==> src/rtl/vec_elem_seq.sv <==
module vec_elem_seq #(
  parameter int RW    = 7,
  parameter int MAXVL = 64,
  parameter int OPW   = 8,
  localparam int IW   = $clog2(MAXVL),
  localparam int VLW  = $clog2(MAXVL + 1)
) (
  input  logic             clk,
  input  logic             rst_n,
  input  logic             in_start,
  output logic             in_ready,
  input  logic [OPW-1:0]   in_op,
  input  logic [RW-1:0]    in_rd,
  input  logic [RW-1:0]    in_ra,
  input  logic [RW-1:0]    in_rb,
  input  logic             in_rd_vec,
  input  logic             in_ra_vec,
  input  logic             in_rb_vec,
  input  logic [VLW-1:0]   in_vl,
  input  logic             in_pred_en,
  input  logic [MAXVL-1:0] in_pred,
  output logic             pc_hold,
  output logic             uop_valid,
  input  logic             uop_ready,
  output logic [OPW-1:0]   uop_op,
  output logic [RW-1:0]    uop_rd,
  output logic [RW-1:0]    uop_ra,
  output logic [RW-1:0]    uop_rb,
  output logic [IW-1:0]    uop_idx,
  output logic             done
);

  logic             active;
  logic [MAXVL-1:0] rem, lim, init_mask;
  logic [OPW-1:0]   op_q;
  logic [RW-1:0]    rd_q, ra_q, rb_q;
  logic             rd_v, ra_v, rb_v;
  logic [IW-1:0]    cur;
  logic             any_vec;

  assign any_vec = in_rd_vec | in_ra_vec | in_rb_vec;

  always_comb begin
    for (int i = 0; i < MAXVL; i++) lim[i] = (i < int'(in_vl));
  end

  // all-scalar instructions collapse to a single element 0
  assign init_mask = any_vec ? (lim & (in_pred_en ? in_pred : {MAXVL{1'b1}}))
                             : MAXVL'(1);

  always_comb begin
    cur = '0;
    for (int i = MAXVL - 1; i >= 0; i--) if (rem[i]) cur = IW'(i);
  end

  always_ff @(posedge clk) begin
    if (!rst_n) begin
      active <= 1'b0;
      rem    <= '0;
      op_q   <= '0;
      rd_q   <= '0;
      ra_q   <= '0;
      rb_q   <= '0;
      rd_v   <= 1'b0;
      ra_v   <= 1'b0;
      rb_v   <= 1'b0;
    end else if (!active) begin
      if (in_start) begin
        active <= 1'b1;
        rem    <= init_mask;
        op_q   <= in_op;
        rd_q   <= in_rd;
        ra_q   <= in_ra;
        rb_q   <= in_rb;
        rd_v   <= in_rd_vec;
        ra_v   <= in_ra_vec;
        rb_v   <= in_rb_vec;
      end
    end else if (rem == '0) begin
      active <= 1'b0;
    end else if (uop_ready) begin
      rem[cur] <= 1'b0;
    end
  end

  assign in_ready  = !active;
  assign uop_valid = active && (rem != '0);
  assign pc_hold   = uop_valid;
  assign done      = active && (rem == '0);
  assign uop_idx   = cur;
  assign uop_op    = op_q;
  assign uop_rd    = rd_v ? rd_q + RW'(cur) : rd_q;
  assign uop_ra    = ra_v ? ra_q + RW'(cur) : ra_q;
  assign uop_rb    = rb_v ? rb_q + RW'(cur) : rb_q;

  AST_STALL_HOLD: assert property (@(posedge clk) disable iff (!rst_n)
    uop_valid && !uop_ready |=> uop_valid && $stable(uop_idx) && $stable(uop_rd) && $stable(uop_ra) && $stable(uop_rb));
  AST_IDX_ASCEND: assert property (@(posedge clk) disable iff (!rst_n)
    uop_valid && uop_ready |=> !uop_valid || (uop_idx > $past(uop_idx)));
  AST_DONE_PULSE: assert property (@(posedge clk) disable iff (!rst_n)
    done |=> !done && !pc_hold && in_ready);
  AST_HOLD_TO_END: assert property (@(posedge clk) disable iff (!rst_n)
    pc_hold |=> pc_hold || done);
  AST_ZERO_VL: assert property (@(posedge clk) disable iff (!rst_n)
    in_start && in_ready && any_vec && (in_vl == '0) |=> done && !uop_valid);

endmodule

==> config.mk <==
export PLATFORM = sky130hd
export DESIGN_NAME = vec_elem_seq
export DESIGN_NICKNAME = d
export VERILOG_FILES = /design/src/rtl/vec_elem_seq.sv
export SDC_FILE = /design/constraint.sdc
export NUM_CORES = 1
export LEC_CHECK = 0
export ABC_AREA = 1
export ABC_CLOCK_PERIOD_IN_PS = 8460
export BUFFER_PORTS_ARGS = -buffer_cell sky130_fd_sc_hd__buf_2
export CORE_MARGIN = 1.5
export CORE_UTILIZATION = 35
export CTS_CLUSTER_DIAMETER = 40
export DETAILED_ROUTE_END_ITERATION = 10
export PLACE_DENSITY_LB_ADDON = 0.3
export SLEW_MARGIN = 20
export SYNTH_ARGS = -nofsm -noshare
export SYNTH_HDL_FRONTEND = slang
export SYNTH_SLANG_ARGS = --single-unit
export TNS_END_PERCENT = 30
==> constraint.sdc <==
create_clock -name clk -period 8.46 [get_ports clk]
set_input_delay 2.115 -clock clk [delete_from_list [all_inputs] [get_ports clk]]
set_output_delay 2.115 -clock clk [all_outputs]
set_load 0.005 [all_outputs]
==> results.cfg <==
[global_routing]
grt_pass1_wl_um = 41300
antenna_found_initial = 0
grt_pass1_vias = 7751
grt_max_degree = 97
track_usage_pct = 23.7
overflow = 0

[logic_synthesis]
synth_top_area_share_pct = 25.8
ys_types = 33
synth.largest_area_cell = dfxtp_1
mappedNetlistArea_um2 = 7520
synth_cells = 1305
yosysWarningCount = 0
synth-seq-area-share_pct = 25.8
ys_seq_elements = 97
synth_area_per_cell_um2 = 5.76
synth_area_leaders = dfxtp_1 26%, nand2_1 14%, nor2_1 13%
synth_fp_nets = 1434

[worst_setup_path]
critPathKind = reg2out
cpMaxStageDelayCell = dfxtp_1
arrival_ps = 5440
worstPathMaxFanout = 4
crit_path_end_kind = output port
start_kind = register
crit_top_cell = nand2_1
cp_slowest_stage_delay_ps = 390
crit_required_ps = 6350

[clocking]
clockBufferDepth = 2
htreeDepth = 3
numClockSinks = 97
cts_tree = yes
path_clk_slew_ps = 70
numCtsBuffers = 9
clk_latency_ps = 360
cts-root-buf = clkbuf_16

[drt]
routed_wl_um = 26300
first_pass_iters = 7
routedWlPerCell_um = 15.5
routed-via-count = 8588
detail-route-antenna-nets = 0
viasPerCell = 5.08
drt_iter0_markers = 593
drc_errors = 0

[sta]
setup_viol = 0
setup_ws_ps = 907
hold_viol_final = 0
fin_skew_ps = 9.88
fmax_mhz = 132
fin_crit_ps = 7550
slew_violations = 0
tightest_slew_ps = 1100
slew_headroom_pct = 26.3
fin_crit_sh_pct = 89.3

[hold_path]
hold_path.class = reg2reg

[floorplanning]
dieArea_um2 = 22400
die_h_um = 150
start_util_pct = 35.8
coreArea_um2 = 21000
die_w_um = 150
rows = 53
io_pins = 147

[place]
io_buffers = 146
gp_congestion = 0.893
dpl.hpwl_um = 18600
pre_cts_ws_ps = 1080

[layout]
nNetsFinal = 1542
drive_above_1_share_pct = 15.7
syn_to_final_growth_pct = 16.8
num_antenna_cells = 0

[power_and_ir_drop]
finalPower_mw = 1.57
ir_drop_mv = 0.111
total_leakage_power_nw = 4.37
power.density_cell_area_nw_per_um2 = 178

[status]
status = finished, final reports clean

[flow_run]
cap_viol_max_count = 0
[cells in the mapped netlist]
| cell type | instances |
|---|---|
| nand4_1 | 32 |
| o21ai_0 | 140 |
| buf_6 | 5 |
| o21ai_1 | 2 |
| inv_1 | 194 |
| nand2_4 | 2 |
| o32ai_1 | 1 |
| nand3_1 | 33 |
| a211oi_1 | 8 |
| clkinv_1 | 1 |
| o211ai_1 | 1 |
| a31oi_1 | 1 |
| dfxtp_1 | 97 |
| buf_4 | 2 |
| o22ai_1 | 19 |
| ha_1 | 18 |
| nor4_1 | 5 |
| a21oi_1 | 84 |
| fa_1 | 3 |
| buf_1 | 2 |
| o21bai_1 | 2 |
| o221a_2 | 1 |
| o31ai_1 | 11 |
| buf_2 | 4 |
| nor2_1 | 253 |
| clkbuf_1 | 51 |
| nand2_1 | 275 |
| inv_2 | 2 |
| a311oi_1 | 1 |
| nor3_1 | 19 |
| xor2_1 | 6 |
| nand2_2 | 1 |
| a21oi_2 | 29 |
[per-stage QoR]
| stage | util [%] | hold WS, ps | TNS [ps] | std cells | cell area, um2 |
|---|---|---|---|---|---|
| after floorplan | - | 476 | 0 | 1305 | 7520 |
| after global placement | 40.1 | 456 | 0 | 1677 | 8430 |
| after detailed placement | 40.1 | 466 | 0 | 1677 | 8430 |
| after CTS | 41.6 | 483 | 0 | 1692 | 8740 |
| after global routing | 41.8 | 501 | -34.6 | 1692 | 8780 |
| final | 41.8 | 480 | 0 | 1692 | 8780 |
[critical path, delay by kind of cell, from the launching register on]
kind	cells	cell delay, ps
simple gates	63	3140
buf+inv	5	420
xor+xnor	1	200
flops	1	390
compound gates	3	580
fa+ha+maj	2	330
[power breakdown]
part / total (mW) / switching (mW) / leakage [nW] / internal [mW]
Sequential: 0.549 / 0.0455 / 0.805 / 0.504
Clock: 0.454 / 0.188 / 0.153 / 0.266
Combinational: 0.562 / 0.377 / 3.42 / 0.185
[cells in the final DEF, fill, tap and decap left out, types with 2 or more instances in the layout]
master	count
fa_1	2
nor2_1	252
nand4_1	32
xor2_1	6
buf_2	146
a21oi_1	82
a211oi_1	8
o21ai_0	139
o21ai_1	3
nor4_1	5
o31ai_1	8
nand2_1	274
nand3_1	33
inv_1	192
clkbuf_1	2
bufinv_16	2
nor3_1	19
buf_4	15
o22ai_1	19
clkbuf_16	9
nand2_2	2
ha_1	17
dfxtp_1	95
nand2_4	2
dfxtp_2	2
o21bai_1	2
inv_2	3
a21oi_2	30
o31ai_2	3
[cells by family after synthesis]
logic type / synth area share (%)
flip-flops: 25.8
buffers and inverters: 13.7
AND/OR/NAND/NOR: 33.3
adder cells (fa/ha/maj): 3.80
AO/OA/AOI/OAI: 22.7
XOR/XNOR: 0.699
[final cells by class]
cell class | count | area, um2
multi-input combinational | 947 | 4590
clock buffer | 12 | 246
clock inverter | 3 | 65.1
fill | 2266 | 12200
sequential | 97 | 1940
timing repair buffer | 161 | 843
inverter | 197 | 742
tap | 275 | 344
[metal layers]
metal / track usage, % / share of wire (%) / up-vias
met4: 9.65 / 3.2 / 0
met3: 4.82 / 8.4 / 48
li1: - / - / 4386
met2: 37.0 / 44 / 351
met1: 31.7 / 45 / 3803
met5: 0 / 0 / -
[flip-flops by register name, indices dropped and copies added (netlist names)]
signal / cells
rem: 64
uop_op: 8
ra_q: 7
rb_q: 7
rd_q: 7
active: 1
ra_v: 1
rb_v: 1
rd_v: 1
[timing repair]
action	CTS	global route
gates resized for setup	0	12
buffers inserted	0	0
hold buffers	0	0
setup endpoints to repair	0	3
[worst paths after layout]
check / startpoint / end / slack (ps) / cells past startpoint
worst max-delay path: rem[61] / uop_rb[6] / 910 / 74
worst min-delay path: uop_op[3] / uop_op[3] / 480 / 2
worst max register to register: rem[62] / rem[26] / 4110 / 68
worst min register to register: uop_op[3] / uop_op[3] / 480 / 2
(Power assumes the default switching activity.)
